==> src/rtl/dpt_pkg.sv <==
package dpt_pkg;
  // Register byte offsets
  localparam logic [7:0] OFS_RTC_CNT = 8'h80;
  localparam logic [7:0] OFS_RTC_SCL = 8'h84;
  localparam logic [7:0] OFS_GPT_CNT = 8'h88;
  localparam logic [7:0] OFS_GPT_SCL = 8'h8C;
  localparam logic [7:0] OFS_CTRL    = 8'h98;

  // Field placement inside the shared control word
  localparam int FLD_W       = 4;
  localparam int GPT_FLD_LSB = 0;
  localparam int RTC_FLD_LSB = 8;

  // Bit meaning inside one field
  localparam int BIT_RELOAD = 0;
  localparam int BIT_LDCNT  = 1;
  localparam int BIT_ENABLE = 2;
  localparam int BIT_LDSCL  = 3;
endpackage

==> src/rtl/dpt_prescaler.sv <==
module dpt_prescaler #(
  parameter int SCL_W = 16
) (
  input  logic             clk,
  input  logic             rst_n,
  input  logic             run,
  input  logic             load,
  input  logic [SCL_W-1:0] reload_val,
  output logic [SCL_W-1:0] presc_q,
  output logic             wrap
);
  logic [SCL_W-1:0] presc_d;
  logic             at_zero;

  assign at_zero = (presc_q == '0);
  // a load in the same cycle suppresses the wrap
  assign wrap    = run & at_zero & ~load;

  always_comb begin
    presc_d = presc_q;
    if (load)
      presc_d = reload_val;
    else if (run)
      presc_d = at_zero ? reload_val : presc_q - 1'b1;
  end

  always_ff @(posedge clk or negedge rst_n) begin
    if (!rst_n) presc_q <= '0;
    else        presc_q <= presc_d;
  end
endmodule

==> src/rtl/dpt_counter.sv <==
module dpt_counter #(
  parameter int CNT_W = 32
) (
  input  logic             clk,
  input  logic             rst_n,
  input  logic             step,
  input  logic             load,
  input  logic             reload_mode,
  input  logic [CNT_W-1:0] reload_val,
  output logic [CNT_W-1:0] cnt_q,
  output logic             underflow
);
  logic [CNT_W-1:0] cnt_d;
  logic             at_zero;

  assign at_zero   = (cnt_q == '0);
  assign underflow = step & at_zero & ~load;

  always_comb begin
    cnt_d = cnt_q;
    if (load)
      cnt_d = reload_val;
    else if (step) begin
      if (at_zero) cnt_d = reload_mode ? reload_val : '0;
      else         cnt_d = cnt_q - 1'b1;
    end
  end

  always_ff @(posedge clk or negedge rst_n) begin
    if (!rst_n) cnt_q <= '0;
    else        cnt_q <= cnt_d;
  end
endmodule

==> src/rtl/dpt_channel.sv <==
module dpt_channel
  import dpt_pkg::*;
#(
  parameter int CNT_W = 32,
  parameter int SCL_W = 16
) (
  input  logic             clk,
  input  logic             rst_n,
  input  logic             wr_cnt,
  input  logic             wr_scl,
  input  logic             wr_ctl,
  input  logic [CNT_W-1:0] cnt_wdata,
  input  logic [SCL_W-1:0] scl_wdata,
  input  logic [FLD_W-1:0] field,
  output logic [CNT_W-1:0] cnt_live,
  output logic [SCL_W-1:0] scl_live,
  output logic [CNT_W-1:0] cnt_prog,
  output logic             en_q,
  output logic             rld_q,
  output logic             ld_cnt,
  output logic             irq_q
);
  logic [CNT_W-1:0] cnt_prog_d;
  logic [SCL_W-1:0] scl_prog_q, scl_prog_d;
  logic             en_d, rld_d, irq_d;
  logic             ld_scl, wrap, underflow;

  assign ld_cnt = wr_ctl & field[BIT_LDCNT];
  assign ld_scl = wr_ctl & field[BIT_LDSCL];

  dpt_prescaler #(.SCL_W(SCL_W)) presc_i (
    .clk        (clk),
    .rst_n      (rst_n),
    .run        (en_q),
    .load       (ld_scl),
    .reload_val (scl_prog_q),
    .presc_q    (scl_live),
    .wrap       (wrap)
  );

  dpt_counter #(.CNT_W(CNT_W)) cnt_i (
    .clk         (clk),
    .rst_n       (rst_n),
    .step        (wrap),
    .load        (ld_cnt),
    .reload_mode (rld_q),
    .reload_val  (cnt_prog),
    .cnt_q       (cnt_live),
    .underflow   (underflow)
  );

  always_comb begin
    cnt_prog_d = wr_cnt ? cnt_wdata : cnt_prog;
    scl_prog_d = wr_scl ? scl_wdata : scl_prog_q;
    rld_d      = wr_ctl ? field[BIT_RELOAD] : rld_q;
    en_d       = en_q;
    if (wr_ctl)
      en_d = field[BIT_ENABLE];
    else if (underflow && !rld_q)
      en_d = 1'b0;
    irq_d = underflow;
  end

  always_ff @(posedge clk or negedge rst_n) begin
    if (!rst_n) begin
      cnt_prog   <= '0;
      scl_prog_q <= '0;
      en_q       <= 1'b0;
      rld_q      <= 1'b0;
      irq_q      <= 1'b0;
    end else begin
      cnt_prog   <= cnt_prog_d;
      scl_prog_q <= scl_prog_d;
      en_q       <= en_d;
      rld_q      <= rld_d;
      irq_q      <= irq_d;
    end
  end
endmodule

==> src/rtl/dual_prescaled_timer.sv <==
module dual_prescaled_timer
  import dpt_pkg::*;
#(
  parameter int ADDR_W    = 8,
  parameter int DATA_W    = 32,
  parameter int CNT_W     = 32,
  parameter int GPT_SCL_W = 16,
  parameter int RTC_SCL_W = 10
) (
  input  logic              clk,
  input  logic              rst_n,
  input  logic              reg_wr,
  input  logic [ADDR_W-1:0] reg_addr,
  input  logic [DATA_W-1:0] reg_wdata,
  output logic [DATA_W-1:0] reg_rdata,
  output logic              irq_gpt,
  output logic              irq_rtc
);
  localparam int SYNC_STAGES = 2;

  logic [SYNC_STAGES-1:0] rst_pipe;
  logic                   rst_n_int;

  always_ff @(posedge clk or negedge rst_n) begin
    if (!rst_n) rst_pipe <= '0;
    else        rst_pipe <= {rst_pipe[SYNC_STAGES-2:0], 1'b1};
  end
  assign rst_n_int = rst_pipe[SYNC_STAGES-1];

  logic ctl_wr;
  logic gpt_wr_cnt, gpt_wr_scl, rtc_wr_cnt, rtc_wr_scl;

  assign ctl_wr     = reg_wr & (reg_addr == ADDR_W'(OFS_CTRL));
  assign gpt_wr_cnt = reg_wr & (reg_addr == ADDR_W'(OFS_GPT_CNT));
  assign gpt_wr_scl = reg_wr & (reg_addr == ADDR_W'(OFS_GPT_SCL));
  assign rtc_wr_cnt = reg_wr & (reg_addr == ADDR_W'(OFS_RTC_CNT));
  assign rtc_wr_scl = reg_wr & (reg_addr == ADDR_W'(OFS_RTC_SCL));

  logic [CNT_W-1:0]     gpt_cnt, gpt_cnt_prog, rtc_cnt, rtc_cnt_prog;
  logic [GPT_SCL_W-1:0] gpt_presc;
  logic [RTC_SCL_W-1:0] rtc_presc;
  logic                 gpt_en, gpt_rld, gpt_ldc;
  logic                 rtc_en, rtc_rld, rtc_ldc;

  dpt_channel #(.CNT_W(CNT_W), .SCL_W(GPT_SCL_W)) gpt_i (
    .clk       (clk),
    .rst_n     (rst_n_int),
    .wr_cnt    (gpt_wr_cnt),
    .wr_scl    (gpt_wr_scl),
    .wr_ctl    (ctl_wr),
    .cnt_wdata (reg_wdata[CNT_W-1:0]),
    .scl_wdata (reg_wdata[GPT_SCL_W-1:0]),
    .field     (reg_wdata[GPT_FLD_LSB +: FLD_W]),
    .cnt_live  (gpt_cnt),
    .scl_live  (gpt_presc),
    .cnt_prog  (gpt_cnt_prog),
    .en_q      (gpt_en),
    .rld_q     (gpt_rld),
    .ld_cnt    (gpt_ldc),
    .irq_q     (irq_gpt)
  );

  dpt_channel #(.CNT_W(CNT_W), .SCL_W(RTC_SCL_W)) rtc_i (
    .clk       (clk),
    .rst_n     (rst_n_int),
    .wr_cnt    (rtc_wr_cnt),
    .wr_scl    (rtc_wr_scl),
    .wr_ctl    (ctl_wr),
    .cnt_wdata (reg_wdata[CNT_W-1:0]),
    .scl_wdata (reg_wdata[RTC_SCL_W-1:0]),
    .field     (reg_wdata[RTC_FLD_LSB +: FLD_W]),
    .cnt_live  (rtc_cnt),
    .scl_live  (rtc_presc),
    .cnt_prog  (rtc_cnt_prog),
    .en_q      (rtc_en),
    .rld_q     (rtc_rld),
    .ld_cnt    (rtc_ldc),
    .irq_q     (irq_rtc)
  );

  always_comb begin
    reg_rdata = '0;
    case (reg_addr)
      ADDR_W'(OFS_RTC_CNT): reg_rdata[CNT_W-1:0]     = rtc_cnt;
      ADDR_W'(OFS_RTC_SCL): reg_rdata[RTC_SCL_W-1:0] = rtc_presc;
      ADDR_W'(OFS_GPT_CNT): reg_rdata[CNT_W-1:0]     = gpt_cnt;
      ADDR_W'(OFS_GPT_SCL): reg_rdata[GPT_SCL_W-1:0] = gpt_presc;
      ADDR_W'(OFS_CTRL): begin
        reg_rdata[GPT_FLD_LSB + BIT_RELOAD] = gpt_rld;
        reg_rdata[GPT_FLD_LSB + BIT_ENABLE] = gpt_en;
        reg_rdata[RTC_FLD_LSB + BIT_RELOAD] = rtc_rld;
        reg_rdata[RTC_FLD_LSB + BIT_ENABLE] = rtc_en;
      end
      default: reg_rdata = '0;
    endcase
  end
endmodule

==> config.mk <==
export PLATFORM = sky130hd
export DESIGN_NAME = dual_prescaled_timer
export DESIGN_NICKNAME = d
export VERILOG_FILES = /design/src/rtl/dpt_pkg.sv /design/src/rtl/dpt_prescaler.sv /design/src/rtl/dpt_counter.sv /design/src/rtl/dpt_channel.sv /design/src/rtl/dual_prescaled_timer.sv
export SDC_FILE = /design/constraint.sdc
export NUM_CORES = 1
export LEC_CHECK = 0
export BUFFER_PORTS_ARGS = -buffer_cell sky130_fd_sc_hd__clkbuf_2
export CELL_PAD_IN_SITES_DETAIL_PLACEMENT = 0
export CELL_PAD_IN_SITES_GLOBAL_PLACEMENT = 1
export CORE_MARGIN = 1
export CORE_UTILIZATION = 43
export DETAILED_ROUTE_END_ITERATION = 16
export HOLD_SLACK_MARGIN = 0.05
export PLACE_DENSITY_LB_ADDON = 0.2
export SETUP_SLACK_MARGIN = 0.02
export SLEW_MARGIN = 10
export SYNTH_ARGS = -nofsm -noshare
export SYNTH_HDL_FRONTEND = slang
export SYNTH_SLANG_ARGS = --single-unit
==> constraint.sdc <==
create_clock -name clk -period 5.3 [get_ports clk]
set_clock_uncertainty 0.2 [all_clocks]
set_input_delay 0 -clock clk [delete_from_list [all_inputs] [get_ports clk]]
set_output_delay 0 -clock clk [all_outputs]
set_load 0.05 [all_outputs]
# Yosys cells after proc, flatten, opt, wreduce, memory -nomap -nowiden
# Cells that the tools add are included.
[classes]
n_mul = 0
n_addsub = 4
bitwise_logic = 21
n_reduce_logical = 14
muxes = 27
div_mod_pow = 0
shifts = 0
n_eq_ne = 5
n_lt_le_gt_ge = 0
[op_table]
columns = ["op", "count"]
rows = [
  ["$mux W32", 8],
  ["$logic_not A32 Y1", 2],
  ["$sub A32 B1 Y32 const B", 2],
  ["$mux W16", 3],
  ["$eq A8 B8 Y1 const B", 5],
  ["$pmux W16 S2", 1],
  ["$mux W10", 3],
  ["$pmux W5 S4", 1],
  ["$and A1 B1 Y1", 17],
  ["$logic_not A16 Y1", 1],
  ["$sub A16 B1 Y16 const B", 1],
  ["$pmux W1 S5", 3],
  ["$pmux W5 S3", 1],
  ["$pmux W1 S4", 3],
  ["$reduce_bool A2 Y1", 6],
  ["$logic_not A10 Y1", 1],
  ["$sub A10 B1 Y10 const B", 1],
  ["$mux W1", 4],
  ["$not A1 Y1", 4],
  ["$logic_and A1 B1 Y1", 2],
  ["$logic_not A1 Y1", 2],
]
[word_totals]
romBits = 0
reg_bits = 188
mem_bits_rw = 0
memories = 0
latchBits = 0

# Depth between registers and ports, before layout
# Gate-level depths: netlist of run 1.
[depth]
depth_word = 10
depth_mapped = 10

# Hierarchy
# Synthesis of run 1 repeated with hierarchy kept, for this count alone.
[hier_totals]
hier_cells = 998
area_unflattened_um2 = 10736.5
[by_module_without_submodules]
columns = ["module", "seq_area_each_um2", "area_each_um2", "cells_per_inst", "n_inst"]
rows = [
  ["dpt_counter", 800.8, 2060.7, 242, 2],
  ["dpt_channel (gpt_i)", 1276.2, 2114.5, 112, 1],
  ["dpt_channel (rtc_i)", 1126.1, 1833.0, 99, 1],
  ["dpt_prescaler (gpt_i.presc_i)", 400.4, 1114.8, 128, 1],
  ["dual_prescaled_timer", 50.0, 875.8, 96, 1],
  ["dpt_prescaler (rtc_i.presc_i)", 250.2, 676.9, 79, 1],
]

# Worst setup path after synthesis of run 1
# OpenSTA, ideal clock, no wires.
[synth_path]
path_type = "reg-to-reg"
from = "register rtc_i.cnt_i.cnt_q[22]"
to = "register rtc_i.cnt_i.cnt_q[27]"
stages_incl_launch_ff = 8
n_path_buf = 1
slack_ns = 2.548
t_arrival_ns = 2.426
period_less_slack_ns = 2.752
path_cell_list = "dfrtp_1 > or4_4 > or4_4 > or3_4 > nand2_2 > buf_6 > nor2_1 > a221o_1"
[synth_between]
elab_chain_cells = 4
elab_cells_between_ends = 5
cone_classes = "1 x add/sub; 3 x mux; 1 x reduce/logical"
[synth_rtl]
columns = ["element", "line", "source"]
rows = [
  ["start, declared", "dpt_counter.sv:10", "output logic [CNT_W-1:0] cnt_q,"],
  ["start signal, assigned", "dpt_counter.sv:31", "else cnt_q <= cnt_d;"],
  ["$sub A32 B1 Y32 or $logic_not A32 Y1 (tied branches)", "dpt_counter.sv:25, dpt_counter.sv:16", ""],
  ["$mux W32 *", "dpt_counter.sv:24", "if (at_zero) cnt_d = reload_mode ? reload_val : '0;"],
  ["$mux W32 *", "dpt_counter.sv:23", "else if (step) begin"],
  ["$mux W32 *", "dpt_counter.sv:21", "if (load)"],
]
# Mark *: on every way between the ends. The rest lies on a longest branch, timed or not. The select of a mux whose other input is x is not followed.
# A chain may end at the register's enable or synchronous reset.

# Final worst setup path of run 1
[layout_path]
from = "register gpt_i.presc_i.presc_q[13]"
to = "register gpt_i.cnt_i.cnt_q[9]"
[layout_between]
elab_chain_cells = 4
[layout_rtl]
columns = ["element", "line", "source"]
rows = [
  ["start, declared", "dpt_prescaler.sv:9", "output logic [SCL_W-1:0] presc_q,"],
  ["start signal, assigned", "dpt_prescaler.sv:29", "else presc_q <= presc_d;"],
  ["$logic_not A16 Y1", "dpt_prescaler.sv:15", "assign at_zero = (presc_q == '0);"],
  ["$and A1 B1 Y1 (2 in series)", "dpt_prescaler.sv:17", "assign wrap = run & at_zero & ~load;"],
  ["$reduce_bool A2 Y1 (no line)", "--", ""],
  ["end signal, assigned", "dpt_counter.sv:31", ""],
  ["end, declared", "dpt_counter.sv:10", ""],
]
# Every way passes these cells.

==> metrics.cfg, run 1 <==
[grt]
first_global_vias = 8782
antenna_found_initial = 1
track_usage = 0.2853
wire_length_of_the_first_global_routing_pass_mm = 52.51
pin_count_of_the_biggest_net_entering_global_routing = 110
global_route.overflow_total = 0

[floorplanning]
initial_utilization = 0.4402
top_ports = 77
fp.coreArea_um2 = 23610
die_area_um2 = 24800
placementRows = 56
fp.dieH_um = 157.5
chipWidth_um = 157.5

[drt]
drt_wl_total_mm = 33.88
route.detailed.drc = 0
wire_per_inst_um = 22.96
first_iter_violations = 798
vias_per_cell = 6.192
detailed_route_via_count = 9139
postRouteAntennaNets = 0
detailed_routing_iterations_pass_1 = 6

[timing]
worst_slack_on_hold_paths_ns = 0.09262
fmax_mhz = 285.2
final_period_minus_worst_setup_slack_ns = 3.506
timing.final.setup_violations = 0
report.final.slew_viol_count = 0
max_slew.worst_pin.slew_ns = 1.173
rsz_0062_raised_after_global_routing = false
fin_tns_setup_ns = 0
timing.max_slew.rel_slack = 0.2182
tcrit_tclk_final = 0.6615
timing.final.hold_violations = 0

[yosys]
post-synth-top-area-fraction = 0.4526
synth_area_leaders = dfrtp_1 45%, mux2_2 9.6%, nand2_1 3.6%
synth_cells = 1046
number_of_flip_flops_and_latches_in_the_synthesized_netlist = 188
synthesis.area_um2 = 10390
synth_edf_count = 0
synth_warnings = 0
synthFlopType = dfrtp_1
synth.lib_cells_used.distinct = 72
synth_area_per_cell_um2 = 9.937
post-synth-top-area-cell = dfrtp_1
synth-seq-area-share = 0.4526
synth_async_sr_flop_share = 1.000
mappedNetlistNets = 1097

[power_and_ir_drop]
power.leakage_nw = 5.498
irDropWorstVdd_mv = 0.1381
total_power_density_per_cell_area_nw_per_um2 = 302.3

[cells_and_area]
regArea_um2 = 4708
flow.area_growth_from_synthesis_pct = 15.99
mostFrequentLayoutCell = dfrtp_1
final_area_um2 = 12060
fillerInstances = 2265
n_antenna_cell = 0
layout_common_cells = 187 x dfrtp_1, 101 x nand2_1, 89 x mux2_2
finalNetCount = 1195
final_layout_size_suffix_gt1_frac = 0.2109
total_area_of_multi_input_combinational_cells_um2 = 5371

[placement]
post_dp_cell_area_um2 = 11060
gpl.final_weighted_congestion = 0.8904
io_buffers = 76
dpl.hpwl_mm = 24.25

[setup_path]
crit_fanout = 30
worstPathCellList = nor4_1, and4_1, a21o_1, o21a_1, a22oi_1, nand2_1
slowest_delay_ns = 0.97
end_kind = register
timing.critical_path.max_delay_family = compound AO/OA/AOI/OAI gates
worstSetupPathType = reg -> reg
critical_path_arrival_ns = 3.68
crit_required_ns = 5.48
cp-start-kind = register
critical-path-slowest-cell = o21a_1
path_buf_inv = 0

[cts]
cts-root-buf = clkbuf_16
post_cts_resize_count = 0
clk_latency_ns = 0.44
cts_buffer_depth = 2
clkSinkCount = 188
clk_transition_reported_paths_ns = 0.08
h-tree-depth = 4
numCtsBuffers = 17
post-cts-setup-buffers = 0
cts_tree = built

[flow_run]
drv_cap = 0

[hold_path]
worst_hold_path_type = in -> reg

[outcome]
status = finished, final reports clean

## worst paths after layout
kind	start	end	slack, ns	cells after the start
worst max-delay path	gpt_i.presc_i.presc_q[13]$_DFFE_PN0P_	gpt_i.cnt_i.cnt_q[9]$_DFFE_PN0P_	1.79	6
worst min-delay path	reg_addr[5]	gpt_i.presc_i.presc_q[4]$_DFFE_PN0P_	0.09	6
worst max register to register	gpt_i.presc_i.presc_q[13]$_DFFE_PN0P_	gpt_i.cnt_i.cnt_q[9]$_DFFE_PN0P_	1.79	6
worst min register to register	rst_pipe[0]$_DFF_PN0_	rst_pipe[1]$_DFF_PN0_	0.15	0
max in group asynchronous	rst_pipe[1]$_DFF_PN0_	gpt_i.scl_prog_q[4]$_DFFE_PN0P_	3.85	1
min in group asynchronous	rst_pipe[1]$_DFF_PN0_	gpt_i.cnt_i.cnt_q[21]$_DFFE_PN0P_	0.19	1
## timing repair
| action | in CTS | in global routing |
|---|---|---|
| endpoints found under the hold margin | 97 | 0 |
| setup endpoints to repair | 0 | 0 |
| hold buffers | 40 | 0 |
## cell type report
cell class	instances	area share
Multi-Input combinational cell	784	0.4456
Sequential cell	188	0.3906
Timing Repair Buffer	130	0.07452
Clock buffer	21	0.03819
Tap cell	319	0.03311
Clock inverter	11	0.01090
Inverter	23	0.007161
## metal layers
| layer | global-route usage | up-vias | wire [um] |
|---|---|---|---|
| li1 | - | 4158 | - |
| met1 | 0.4139 | 4614 | 15520 |
| met2 | 0.4406 | 327 | 15680 |
| met3 | 0.04185 | 40 | 2081 |
| met4 | 0.08137 | 0 | 607 |
| met5 | 0 | - | 0 |
## tightest hold or removal path: cells and delay by family
family | cells | cell delay, ns
AO/OA/AOI/OAI | 2 | 0.16
buffers and inverters | 1 | 0.13
AND/OR/NAND/NOR | 3 | 0.40
## Yosys cell counts, drive strengths merged (14+ instances only)
cell type,count
dfrtp,188
clkbuf,28
nor4,22
o21ai,74
or4,19
a22o,21
a21oi,61
nand2b,14
buf,23
or3,21
nand2,102
mux2,89
nand3,43
inv,23
nor2,67
a221o,17
mux2i,15
nand4,17
nor3,43
## power by group
part           switching, W  leakage [nW]  internal [W]  total [W]
Combinational      0.000355          2.70      0.000246   0.000602
Clock              0.000596         0.293      0.000729    0.00132
Sequential         0.000173          2.51       0.00155    0.00172
## per-stage QoR
stage               setup WS, ns    util  power (W)  instances
floorplan                  1.999       -   0.002088       1046
CTS                        1.867  0.5105   0.003657       1476
global placement           1.736  0.4685   0.002305       1404
detailed placement         1.711  0.4685   0.002309       1404
finish                     1.794  0.5105   0.003645       1476
global route               1.610  0.5105   0.003808       1476
## state kept, by name (all words and copies together) (netlist names)
signal	count
gpt_i.cnt_i.cnt_q	32
gpt_i.cnt_prog	32
gpt_i.en_q	1
gpt_i.irq_q	1
gpt_i.presc_i.presc_q	16
gpt_i.rld_q	1
gpt_i.scl_prog_q	16
rst_pipe	2
rtc_i.cnt_i.cnt_q	32
rtc_i.cnt_prog	32
rtc_i.en_q	1
rtc_i.irq_q	1
rtc_i.presc_i.presc_q	10
rtc_i.rld_q	1
rtc_i.scl_prog_q	10
## logic make-up after synthesis
kind of cell	count (synthesis)	share of synthesized area
xor+xnor	1	0.0008428
other cells	1	0.0003608
fa+ha+maj	8	0.009631
mux	111	0.1260
compound gates	263	0.1729
simple gates	400	0.2071
flops	188	0.4526
buf+inv	74	0.03058
No activity file was read; power rests on OpenSTA's default activity.
==> run 2: changes to the inputs <==
--- a/config.mk
+++ b/config.mk
@@ -9,7 +9,7 @@
 export CELL_PAD_IN_SITES_DETAIL_PLACEMENT = 0
 export CELL_PAD_IN_SITES_GLOBAL_PLACEMENT = 1
 export CORE_MARGIN = 1
-export CORE_UTILIZATION = 43
+export CORE_UTILIZATION = 48
 export DETAILED_ROUTE_END_ITERATION = 16
 export HOLD_SLACK_MARGIN = 0.05
 export PLACE_DENSITY_LB_ADDON = 0.2
==> constraint.sdc (replaced) <==
create_clock -name clk -period 3.6 [get_ports clk]
set_clock_uncertainty 0.2 [all_clocks]
set_input_delay 0 -clock clk [delete_from_list [all_inputs] [get_ports clk]]
set_output_delay 0 -clock clk [all_outputs]
set_load 0.05 [all_outputs]
==> metrics.cfg, run 2 (synthesized netlist as in run 1, its figures left out) <==
[outcome]
status = finished, final reports clean

[cts]
cts_buffer_depth = 2  ; unchanged
post-cts-setup-buffers = 0  ; unchanged
clk_transition_reported_paths_ns = 0.07  ; about the same
h-tree-depth = 4  ; unchanged
cts_hold_buf = 34  ; -15%
cts-root-buf = clkbuf_16
post_cts_resize_count = 0  ; unchanged
clkSinkCount = 188  ; unchanged
clk_latency_ns = 0.44  ; about the same
cts_tree = built
numCtsBuffers = 17  ; unchanged

[power_and_ir_drop]
total_power_density_per_cell_area_nw_per_um2 = 431.7  ; +43%
power.leakage_nw = 5.549  ; +0.93%
irDropWorstVdd_mv = 0.2323  ; +68%
power_w = 0.005204  ; +43%

[drt]
detailed_routing_iterations_pass_1 = 5  ; -1
route.detailed.drc = 0  ; unchanged
drt_wl_total_mm = 33.37  ; -1.5%
postRouteAntennaNets = 0  ; unchanged
first_iter_violations = 790  ; -1.0%
vias_per_cell = 6.304  ; +1.8%
wire_per_inst_um = 23.00  ; +0.18%
detailed_route_via_count = 9147  ; +0.088%

[setup_path]
worstSetupPathType = reg -> reg
crit_fanout = 10  ; -67%
slowest_delay_ns = 0.46  ; -0.51 ns
critical_path_arrival_ns = 3.28  ; -0.40 ns
worstPathCellList = inv_1, ha_1, or4b_1, or4_1, nor4_2, nor2_1, a22oi_1, nand2_1
cp-start-kind = register
path_buf_inv = 1  ; +1
critical-path-slowest-cell = nor4_2
timing.critical_path.max_delay_family = simple AND/OR/NAND/NOR gates
end_kind = register
crit_required_ns = 3.72  ; -1.76 ns

[grt]
track_usage = 0.3116  ; +0.02634
antenna_found_initial = 2  ; +1
wire_length_of_the_first_global_routing_pass_mm = 51.32  ; -2.3%
pin_count_of_the_biggest_net_entering_global_routing = 85  ; -23%
global_route.overflow_total = 0  ; unchanged
first_global_vias = 8775  ; -0.080%

[floorplanning]
die_area_um2 = 22250  ; -10%
top_ports = 77  ; unchanged
fp.dieH_um = 149.2  ; -5.3%
initial_utilization = 0.4913  ; +0.05116
placementRows = 53  ; -5.4%
fp.coreArea_um2 = 21150  ; -10%
chipWidth_um = 149.2  ; -5.3%

[timing]
rsz_0062_raised_after_global_routing = false
fmax_mhz = 316.5  ; +11%
fin_tns_setup_ns = 0  ; unchanged
max_slew.worst_pin.slew_ns = 0.9540  ; -0.2186 ns
worst_slack_on_hold_paths_ns = 0.1039  ; +0.01124 ns
timing.final.setup_violations = 0  ; unchanged
report.final.slew_viol_count = 0  ; unchanged
timing.final.hold_violations = 0  ; unchanged
final_period_minus_worst_setup_slack_ns = 3.160  ; -0.3463 ns
tcrit_tclk_final = 0.8777  ; +0.2162
timing.max_slew.rel_slack = 0.3616  ; +0.1434

[cells_and_area]
layout_common_cells = 187 x dfrtp_1, 101 x nand2_1, 89 x mux2_2
final_area_um2 = 12050  ; about the same
flow.area_growth_from_synthesis_pct = 15.97  ; about the same
mostFrequentLayoutCell = dfrtp_1
final_layout_size_suffix_gt1_frac = 0.2257  ; +0.01483
finalNetCount = 1212  ; +1.4%

[placement]
io_buffers = 76  ; unchanged
dpl.hpwl_mm = 24.17  ; -0.29%
post_dp_cell_area_um2 = 11180  ; +1.1%
gpl.final_weighted_congestion = 0.9017  ; +1.3%

[flow_run]
drv_cap = 0  ; unchanged

[hold_path]
worst_hold_path_type = in -> reg

run 2: changes by cell type in the layout (fill, tap and decap cells not counted), sizes merged:
cell	change
inv	-1
clkinvlp	+3
bufinv	-2
diode	+2
dlygate4sd3	-6
buf	+23
run 2: layer usage:
metal | GRT usage | routed length [um] | up-vias
met5 | 0 | 13 | -
met4 | 0.09337 | 720 | 2
met3 | 0.05474 | 2264 | 49
met2 | 0.4767 | 15050 | 354
met1 | 0.4499 | 15320 | 4553
li1 | - | - | 4189
run 2: worst reg2reg max path, stage by stage, from the launching register on:
cell and delay [ns]:
dfrtp_1 0.43, inv_1 0.13, ha_1 0.23, or4b_1 0.46, or4_1 0.43, nor4_2 0.46
nor2_1 0.38, a22oi_1 0.27, nand2_1 0.07
run 2: power breakdown:
part / internal, W / total, W / switching, W
Sequential: 0.00228 / 0.00252 / 0.000249
Combinational: 0.000384 / 0.000916 / 0.000532
Clock: 0.000894 / 0.00176 / 0.000869
Total: 0.00355 / 0.00520 / 0.00165
run 2: final timing paths:
check                                                 start                           endpoint  slack, ns  cells past startpoint
setup / recovery           rtc_i.cnt_i.cnt_q[0]$_DFFE_PN0P_   rtc_i.cnt_i.cnt_q[3]$_DFFE_PN0P_       0.44                      8
hold / removal                                       reg_wr            rtc_i.rld_q$_DFFE_PN0N_       0.10                      6
setup reg to reg           rtc_i.cnt_i.cnt_q[0]$_DFFE_PN0P_   rtc_i.cnt_i.cnt_q[3]$_DFFE_PN0P_       0.44                      8
hold reg to reg                       rst_pipe[0]$_DFF_PN0_              rst_pipe[1]$_DFF_PN0_       0.16                      0
max in group asynchronous             rst_pipe[1]$_DFF_PN0_   rtc_i.cnt_i.cnt_q[2]$_DFFE_PN0P_       2.07                      1
min in group asynchronous             rst_pipe[1]$_DFF_PN0_  gpt_i.cnt_i.cnt_q[19]$_DFFE_PN0P_       0.17                      0
run 2: layout make-up:
type,count,area (um2)
antenna,2,5.005
timing repair buffer,147,1011
clock buffer,21,440.4
tap,275,344.1
fill,1894,9100
inverter,23,86.33
multi-input combinational,784,5371
clock inverter,11,87.58
sequential,188,4708
run 2: metrics by stage:
stage / worst slack [ns] / util / cells
after global placement: 0.5713 / 0.5285 / 1383
after global routing: 0.2569 / 0.5696 / 1449
after floorplan: 0.2987 / - / 1046
after CTS: 0.5046 / 0.5696 / 1449
after detailed placement: 0.5188 / 0.5285 / 1383
final: 0.4402 / 0.5698 / 1451
